--- config.mk ---
export PLATFORM = sky130hd
export DESIGN_NAME = vehSpeedMeter
export DESIGN_NICKNAME = d
export VERILOG_FILES = /design/src/rtl/vsmPkg.sv /design/src/rtl/vsmCtrl.sv /design/src/rtl/vsmDatapath.sv /design/src/rtl/vehSpeedMeter.sv
export SDC_FILE = /design/constraint.sdc
export NUM_CORES = 1
export LEC_CHECK = 0
export BUFFER_PORTS_ARGS = -buffer_cell sky130_fd_sc_hd__buf_2
export CAP_MARGIN = 5
export CORE_AREA = 4 4 156 143
export CTS_CLUSTER_SIZE = 20
export DETAILED_ROUTE_END_ITERATION = 12
export DIE_AREA = 0 0 160 147
export PLACE_DENSITY_LB_ADDON = 0.15
export SLEW_MARGIN = 40
export SYNTH_ARGS = -nofsm -noshare
export SYNTH_HDL_FRONTEND = slang
export SYNTH_SLANG_ARGS = --single-unit
--- constraint.sdc ---
create_clock -name clk -period 3.1 [get_ports clk]
set_clock_uncertainty 0.15 [all_clocks]
set_input_delay 0.465 -clock clk [delete_from_list [all_inputs] [get_ports clk]]
set_output_delay 0.465 -clock clk [all_outputs]
set_load 0.005 [all_outputs]
--- src/rtl/vsmPkg.sv ---
package vsmPkg;

  typedef enum logic [1:0] {
    ST_IDLE = 2'd0,
    ST_RUN  = 2'd1,
    ST_DONE = 2'd2
  } vsmState_e;

  typedef struct packed {
    logic riseEv;
    logic fallEv;
    logic divLoad;
    logic divStep;
    logic resDone;
  } vsmCtrl_t;

endpackage

--- src/rtl/vsmCtrl.sv ---
module vsmCtrl
  import vsmPkg::*;
#(
  parameter int NUM_W = 17
) (
  input  logic     clk,
  input  logic     rstN,
  input  logic     detIn,
  output vsmCtrl_t ctl
);

  localparam int SC_W = $clog2(NUM_W);

  logic            prevDet;
  vsmState_e       state;
  logic [SC_W-1:0] stepCnt;

  always_comb begin
    ctl         = '0;
    ctl.riseEv  = detIn & ~prevDet;
    ctl.fallEv  = ~detIn & prevDet;
    ctl.divLoad = ctl.fallEv && (state != ST_RUN);
    ctl.divStep = (state == ST_RUN);
    ctl.resDone = (state == ST_DONE);
  end

  always_ff @(posedge clk or negedge rstN) begin
    if (!rstN) begin
      prevDet <= 1'b0;
      state   <= ST_IDLE;
      stepCnt <= '0;
    end else begin
      prevDet <= detIn;
      case (state)
        ST_IDLE: begin
          if (ctl.divLoad) begin
            state   <= ST_RUN;
            stepCnt <= '0;
          end
        end
        ST_RUN: begin
          if (stepCnt == SC_W'(NUM_W - 1)) begin
            state <= ST_DONE;
          end else begin
            stepCnt <= stepCnt + 1'b1;
          end
        end
        ST_DONE: begin
          if (ctl.divLoad) begin
            state   <= ST_RUN;
            stepCnt <= '0;
          end else begin
            state <= ST_IDLE;
          end
        end
        default: state <= ST_IDLE;
      endcase
    end
  end

endmodule

--- src/rtl/vsmDatapath.sv ---
module vsmDatapath
  import vsmPkg::*;
#(
  parameter int CNT_W   = 16,
  parameter int SPD_W   = 8,
  parameter int VOL_W   = 16,
  parameter int OCC_W   = 32,
  parameter int SPEED_K = 12273,
  parameter int NUM_W   = 17
) (
  input  logic             clk,
  input  logic             rstN,
  input  logic             tickEn,
  input  logic             detIn,
  input  logic             clrAcc,
  input  vsmCtrl_t         ctl,
  output logic             resValid,
  output logic [CNT_W-1:0] resOnTime,
  output logic [CNT_W-1:0] resHeadway,
  output logic             resFirst,
  output logic [SPD_W-1:0] resSpeed,
  output logic [VOL_W-1:0] volCount,
  output logic [OCC_W-1:0] occTime
);

  localparam int DEN_W   = CNT_W + 1;
  localparam int SPD_MAX = (2 ** SPD_W) - 1;
  localparam logic [CNT_W-1:0] CNT_MAX = '1;

  logic [CNT_W-1:0] onCnt, hdCnt, hdPend, onLat, hdLat;
  logic             firstPend, firstLat, seen;
  logic [NUM_W-1:0] dvd;
  logic [DEN_W-1:0] den, rem;
  logic [DEN_W:0]   trial;
  logic             trialGe;
  logic             occEv;

  assign occEv = detIn & tickEn;

  // occupancy and headway counters, saturating
  always_ff @(posedge clk or negedge rstN) begin
    if (!rstN) begin
      onCnt     <= '0;
      hdCnt     <= '0;
      hdPend    <= '0;
      firstPend <= 1'b0;
      seen      <= 1'b0;
    end else if (ctl.riseEv) begin
      onCnt     <= CNT_W'(tickEn);
      hdCnt     <= CNT_W'(tickEn);
      hdPend    <= seen ? hdCnt : '0;
      firstPend <= ~seen;
      seen      <= 1'b1;
    end else begin
      if (occEv && (onCnt != CNT_MAX)) onCnt <= onCnt + 1'b1;
      if (tickEn && (hdCnt != CNT_MAX)) hdCnt <= hdCnt + 1'b1;
    end
  end

  // restoring divider: (2K + t) / (2t) gives round-half-up of K / t
  assign trial   = {rem, dvd[NUM_W-1]};
  assign trialGe = (trial >= {1'b0, den});

  always_ff @(posedge clk or negedge rstN) begin
    if (!rstN) begin
      onLat    <= '0;
      hdLat    <= '0;
      firstLat <= 1'b0;
      dvd      <= '0;
      den      <= '0;
      rem      <= '0;
    end else if (ctl.divLoad) begin
      onLat    <= onCnt;
      hdLat    <= hdPend;
      firstLat <= firstPend;
      dvd      <= NUM_W'(2 * SPEED_K) + NUM_W'(onCnt);
      den      <= {onCnt, 1'b0};
      rem      <= '0;
    end else if (ctl.divStep) begin
      rem <= trialGe ? DEN_W'(trial - {1'b0, den}) : trial[DEN_W-1:0];
      dvd <= {dvd[NUM_W-2:0], trialGe};
    end
  end

  always_comb begin
    if (onLat == CNT_MAX) begin
      resSpeed = '0;
    end else if (dvd > NUM_W'(SPD_MAX)) begin
      resSpeed = SPD_W'(SPD_MAX);
    end else begin
      resSpeed = dvd[SPD_W-1:0];
    end
  end

  assign resValid   = ctl.resDone;
  assign resOnTime  = onLat;
  assign resHeadway = hdLat;
  assign resFirst   = firstLat;

  // interval accumulators; a same-cycle event survives a clear
  always_ff @(posedge clk or negedge rstN) begin
    if (!rstN) begin
      volCount <= '0;
      occTime  <= '0;
    end else if (clrAcc) begin
      volCount <= VOL_W'(ctl.riseEv);
      occTime  <= OCC_W'(occEv);
    end else begin
      if (ctl.riseEv) volCount <= volCount + 1'b1;
      if (occEv) occTime <= occTime + 1'b1;
    end
  end

endmodule

--- src/rtl/vehSpeedMeter.sv ---
module vehSpeedMeter
  import vsmPkg::*;
#(
  parameter int CNT_W   = 16,
  parameter int SPD_W   = 8,
  parameter int VOL_W   = 16,
  parameter int OCC_W   = 32,
  parameter int SPEED_K = 12273
) (
  input  logic             clk,
  input  logic             rstN,
  input  logic             tickEn,
  input  logic             detIn,
  input  logic             clrAcc,
  output logic             resValid,
  output logic [CNT_W-1:0] resOnTime,
  output logic [CNT_W-1:0] resHeadway,
  output logic             resFirst,
  output logic [SPD_W-1:0] resSpeed,
  output logic [VOL_W-1:0] volCount,
  output logic [OCC_W-1:0] occTime
);

  localparam int K_BITS = $clog2(2 * SPEED_K + 1);
  localparam int NUM_W  = ((CNT_W > K_BITS) ? CNT_W : K_BITS) + 1;

  vsmCtrl_t ctl;

  vsmCtrl #(
    .NUM_W(NUM_W)
  ) u_ctrl (
    .clk  (clk),
    .rstN (rstN),
    .detIn(detIn),
    .ctl  (ctl)
  );

  vsmDatapath #(
    .CNT_W  (CNT_W),
    .SPD_W  (SPD_W),
    .VOL_W  (VOL_W),
    .OCC_W  (OCC_W),
    .SPEED_K(SPEED_K),
    .NUM_W  (NUM_W)
  ) u_dp (
    .clk       (clk),
    .rstN      (rstN),
    .tickEn    (tickEn),
    .detIn     (detIn),
    .clrAcc    (clrAcc),
    .ctl       (ctl),
    .resValid  (resValid),
    .resOnTime (resOnTime),
    .resHeadway(resHeadway),
    .resFirst  (resFirst),
    .resSpeed  (resSpeed),
    .volCount  (volCount),
    .occTime   (occTime)
  );

endmodule

Yosys cells after proc, flatten, opt, wreduce, memory -nomap -nowiden
Cells that the tools add are included.
{"block": "totals", "word_cells": 77, "inputBits": 5, "out_inout_bits": 90, "regBits": 173}
{"block": "op_classes", "eq_ne": 11, "magnitude_cmp": 2, "mux": 23, "addsub": 7, "n_reduce_logical": 13, "bitwise_logic": 6}
{"operator": "two-way mux 16 bit", "count": 7}
{"operator": "two-way mux 17 bit", "count": 5}
{"operator": "two-way mux 32 bit", "count": 2}
{"operator": "adder 16 x 1 -> 16 bit, second input constant", "count": 3}
{"operator": "adder 32 x 1 -> 32 bit, second input constant", "count": 1}
{"operator": "!= test 16 bit, second input constant", "count": 2}
{"operator": "greater-or-equal comparator 18 x 17 -> 1 bit", "count": 1}
{"operator": "adder 15 x 16 -> 17 bit, first input constant", "count": 1}
{"operator": "> comparator 17 x 8 -> 1 bit, second input constant", "count": 1}
{"operator": "subtractor 17 bit", "count": 1}
{"operator": "equality test 16 bit, second input constant", "count": 1}
{"operator": "two-way mux 8 bit", "count": 2}
{"operator": "nonzero test 2 bit", "count": 6}
{"operator": "two-way mux 5 bit", "count": 2}
{"operator": "one-hot mux 5 bit (2 select lines)", "count": 1}
{"operator": "!= test 2 x 1 -> 1 bit, second input constant", "count": 3}
{"operator": "one-hot mux 2 bit (3 select lines)", "count": 1}
{"operator": "adder 5 x 1 -> 5 bit, second input constant", "count": 1}
{"operator": "equality test 5 bit, second input constant", "count": 1}
{"operator": "two-way mux 2 bit", "count": 2}
{"operator": "!= test 2 bit, second input constant", "count": 2}
{"operator": "bitwise AND 1 bit", "count": 3}
{"operator": "logical AND 1 bit", "count": 3}
{"operator": "NOT 1 bit", "count": 3}
{"operator": "7 further kinds", "count": 7}

Longest topological paths before layout
{"block": "depth", "ltp_word": 5, "ltp_mapped": 11, "depth_no_buf": 10}

Cells and area by module
A second synthesis with hierarchy kept.
{"block": "unflattened", "hier_cells": 940, "hier_area_um2": 8989.9}
{"mod": "vsmDatapath", "area_per_inst_um2": 8567.0, "cells_each": 900, "instances": 1, "seq_area_each_um2": 4129.0}
{"mod": "vsmCtrl", "area_per_inst_um2": 422.9, "cells_each": 40, "instances": 1, "seq_area_each_um2": 200.2}

Worst setup path after synthesis
Ideal clock, no wire load.
{"block": "synth_timing", "kind": "flip-flop to flip-flop", "startpoint": "reg u_dp.den[11]", "endpoint": "reg u_dp.rem[14]", "stages_incl_launch_ff": 12, "path_slack_ns": 0.561, "arrival_ns": 2.255, "synth_period_minus_slack_ns": 2.539, "setup_ns": 0.135, "n_path_buf": 2, "path_cell_list": "dfrtp_1 inv_1 ha_1 buf_2 nand4_2 or3_1 o41ai_1 a21oi_1 o21a_2 buf_6 a32oi_1 o31ai_1"}
{"block": "synth_between", "elab_chain_len": 4}
{"element": "start: declaration", "line": "vsmDatapath.sv:33", "rtl": "logic [DEN_W-1:0] den, rem;"}
{"element": "start signal: assignment", "line": "vsmDatapath.sv:77", "rtl": "den <= {onCnt, 1'b0};"}
{"element": "subtractor 17 bit or greater-or-equal comparator 18 x 17 -> 1 bit (tied branches)", "line": "vsmDatapath.sv:80, vsmDatapath.sv:62"}
{"element": "two-way mux 17 bit *", "line": "vsmDatapath.sv:80", "rtl": "rem <= trialGe ? DEN_W'(trial - {1'b0, den}) : trial[DEN_W-1:0];"}
{"element": "two-way mux 17 bit *", "line": "vsmDatapath.sv:79", "rtl": "end else if (ctl.divStep) begin"}
{"element": "two-way mux 17 bit *", "line": "vsmDatapath.sv:72", "rtl": "end else if (ctl.divLoad) begin"}
{"element": "end signal: assignment", "line": "vsmDatapath.sv:80"}
{"element": "end: declaration", "line": "vsmDatapath.sv:33"}
Mark *: on every way between the ends. The rest lies on a longest branch, timed or not. The select of a mux whose other input is x is not followed.
A chain may end at the register's enable or synchronous reset.

Worst setup path after layout
{"block": "layout_timing", "startpoint": "reg u_dp.rem[10]", "endpoint": "reg u_dp.rem[12]"}
{"block": "layout_between", "elab_chain_len": 4}
{"element": "subtractor 17 bit or greater-or-equal comparator 18 x 17 -> 1 bit (tied branches)", "line": "vsmDatapath.sv:80, vsmDatapath.sv:62"}
{"element": "two-way mux 17 bit *", "line": "vsmDatapath.sv:80"}
{"element": "two-way mux 17 bit *", "line": "vsmDatapath.sv:79"}
{"element": "two-way mux 17 bit *", "line": "vsmDatapath.sv:72"}
Marked as above.

==> impl_metrics.env <==
export IMPL_maxClockFrequency_mhz=352.1
export IMPL_crit_path_end_kind="flip-flop"
export IMPL_slew_headroom_pct=56.71
export IMPL_comb_power_share_pct=34.7
export IMPL_n_fill_cell=1995
export IMPL_clkPwrFrac_pct=28.5
export IMPL_synth_ff_latch_count=173
export IMPL_fin_cells=1284
export IMPL_num_vias=6763
export IMPL_synth_mux_area_share_pct=3.667
export IMPL_post_dp_hpwl_um=14060
export IMPL_yosysTopAreaCell="dfrtp_1"
export IMPL_ios=95
export IMPL_setup_viol=0
export IMPL_dr_pass1_iters=5
export IMPL_clkSlewWorstSetupHoldPaths_ps=70
export IMPL_p_int_uw=5127
export IMPL_worstPathRequired_ps=3300
export IMPL_dieArea_um2=23520
export IMPL_p_leak_uw=0.004803
export IMPL_hold_depth=1
export IMPL_synth_edf_count=0
export IMPL_initial_core_util_pct=42.64
export IMPL_synth_fp_nets=959
export IMPL_switching_share_pct=36.03
export IMPL_tightestPinTransition_ps=649.4
export IMPL_power_density_nw_per_um2=784.2
export IMPL_period_minus_slack_ps=2840
export IMPL_final_net_count=1040
export IMPL_drtAntennaViolNets=0
export IMPL_hp_start="detIn"
export IMPL_antenna_cells=0
export IMPL_synth_fa_ha_area_share_pct=3.496
export IMPL_ys_async_sr_fraction_pct=100.0
export IMPL_clkSinkCount=173
export IMPL_status="completed"
export IMPL_crit_slowest_cell="ha_1"
export IMPL_root_buffer="clkbuf_16"
export IMPL_clock_path_buffers=2
export IMPL_dp_cells=1251
export IMPL_reg2reg_depth=8
export IMPL_p_total_uw=8015
export IMPL_core_um2=20640
export IMPL_ys_types=55
export IMPL_ys_seq_area_share_pct=49.18
export IMPL_vias_per_cell=5.267
export IMPL_hold_end="u_ctrl.prevDet"
export IMPL_io_buffers=94
export IMPL_r2r_start="u_dp.rem[10]"
export IMPL_syn_instance_count=930
export IMPL_post_cts_buffers=0
export IMPL_drtIter0Drc=396
export IMPL_antenna_found_initial=0
export IMPL_grt_max_degree=78
export IMPL_crit_buf_inv=0
export IMPL_synth_top_family_by_area="simple AND/OR/NAND/NOR gates"
export IMPL_final_cell_mix="dfrtp_1, nand2_1, nor2_1"
export IMPL_synth_top_flop_cell="dfrtp_1"
export IMPL_wl_um=20400
export IMPL_drc=0
export IMPL_synth_compound_area_share_pct=10.08
export IMPL_peakVddDrop_mv=0.3744
export IMPL_ys_top_cells_by_area="dfrtp_1, xor2_1, nand2_1"
export IMPL_rsz0062_at_grt="no"
export IMPL_slowest_delay_ps=440
export IMPL_yosysWarnings=0
export IMPL_post_route_period_util_pct=91.62
export IMPL_slew_violations=0
export IMPL_htreeDepth=4
export IMPL_syn2layout_area_growth_pct=16.09
export IMPL_cts_tree="yes"
export IMPL_hold_path_class="in2reg"
export IMPL_pwr_share_seq_pct=36.8
export IMPL_first_global_vias=6661
export IMPL_cp_arrival_ps=3040
export IMPL_die_w_um=160
export IMPL_die_height_um=147
export IMPL_netSwitchingPower_uw=2887
export IMPL_gp_congestion=0.8438
export IMPL_wire_per_inst_um=15.89
export IMPL_crit_path_start_kind="flip-flop"
export IMPL_syn_cell_area_um2=8803
export IMPL_track_usage_pct=18.09
export IMPL_drive_above_1_share_pct=16.50
export IMPL_finalHoldViolCount=0
export IMPL_avgSynthCellArea_um2=9.466
export IMPL_grt_pass1_wl_um=35000
export IMPL_yosys_area_share_simple_pct=20.81
export IMPL_cp_top_family="compound AO/OA/AOI/OAI gates"
export IMPL_cts_buffers=17
export IMPL_synth_top_area_share_pct=49.18
export IMPL_regToRegSetupSlack_ps=260
export IMPL_layout_commonest_cell="dfrtp_1"
export IMPL_clk_latency_ps=420
export IMPL_path_max_fanout=22
export IMPL_fp_row_count=50
export IMPL_finalSetupTns_ps=0
export IMPL_synth_xor_area_share_pct=9.551
export IMPL_cp_cell_sequence="ha_1 -> nand4_2 -> or3_1 -> o41ai_1 -> a21oi_1 -> o21a_2 -> nand2b_1 -> o21ai_1"
export IMPL_drv_cap=0
export IMPL_rr_endpoint="u_dp.rem[12]"
export IMPL_grt_overflow=0
export IMPL_criticalPathCategory="reg2reg"
==> logic make-up (layout without fill, tap and decap cells) <==
family                   count (synthesis)  count (layout)
AND/OR/NAND/NOR                        391             391
flip-flops                             173             173
AO/OA/AOI/OAI                          146             146
XOR/XNOR                                96              96
buffers and inverters                   70             164
multiplexers                            30              30
adder cells (fa/ha/maj)                 24              24
==> power groups by stage <==
stage	sequential, uW	clock [uW]	combinational [uW]
2_1_floorplan	2900	0	2180
3_3_place_gp	2990	0	2770
3_5_place_dp	2980	0	2790
4_1_cts	2950	2360	2810
5_1_grt	3000	2460	3150
6_report	2950	2280	2780
==> per-layer routing <==
layer | GRT usage, % | vias to the layer above | routed length [um]
li1 | - | 3356 | -
met1 | 26.23 | 3293 | 9995
met2 | 28.05 | 100 | 9469
met3 | 3.759 | 14 | 763
met4 | 4.258 | 0 | 175
met5 | 0 | - | 0
==> worst max-delay path by stage <==
stage | slack, ps | from | endpoint | cells after the start
after global placement | 290 | u_dp.den[2] | u_dp.rem[10] | 10
after global routing | 80 | u_dp.den[13] | u_dp.rem[12] | 9
after floorplan | 560 | u_dp.den[11] | u_dp.rem[14] | 11
after CTS | 240 | u_dp.den[11] | u_dp.rem[12] | 9
after detailed placement | 280 | u_dp.den[11] | u_dp.rem[12] | 9
final | 260 | u_dp.rem[10] | u_dp.rem[12] | 8
==> metrics by stage <==
stage	hold WS [ps]	worst slack, ps	cell area (um^2)	utilization [%]
floorplan	19.41	560.9	8803	-
global placement	302.4	290.7	9572	46.36
detailed placement	303.4	278.2	9577	46.39
CTS	90.82	242.7	10220	49.48
global route	93.89	77.65	10220	49.50
finish	119.0	259.9	10220	49.50
==> state kept, by name (all words and copies together), names as in the netlist, 5 cells and up <==
signal / flops
u_ctrl.stepCnt: 5
u_dp.den: 16
u_dp.dvd: 17
u_dp.hdCnt: 16
u_dp.hdPend: 16
u_dp.occTime: 32
u_dp.onCnt: 16
u_dp.rem: 17
u_dp.resHeadway: 16
u_dp.volCount: 16
==> worst register-to-register path, stage by stage (launching register included) <==
cell and delay, ps:
dfrtp_1 410, ha_1 440, nand4_2 170, or3_1 380
o41ai_1 370, a21oi_1 70, o21a_2 320, nand2b_1 280
o21ai_1 170
==> cell type report <==
cell class              count  area [um^2]  area share, %
clock buffers              17        425.4          4.163
clock inverters            15        203.9          1.996
inverters                  22        82.58         0.8080
multi-input cells         687         4214          41.23
flip-flops and latches    173         4329          42.36
well taps                 260        325.3          3.183
repair buffers            110        639.4          6.256
==> synthesized netlist by cell type (18+ instances only) <==
cell type  number
nand2_1       126
nand3_1        45
mux2_2         18
nand4_1        25
xor2_1         63
ha_1           23
clkbuf_1       35
xnor2_1        33
nor2_1        108
a21oi_1        38
dfrtp_1       173
inv_1          22
o21ai_0        46
==> repair_timing <==
item	in CTS	in global routing
setup endpoints to repair	0	1
endpoints found under the hold margin	74	0
hold buffers	1	0
gates resized for setup	0	1
Power figures use the tool's default switching activity.
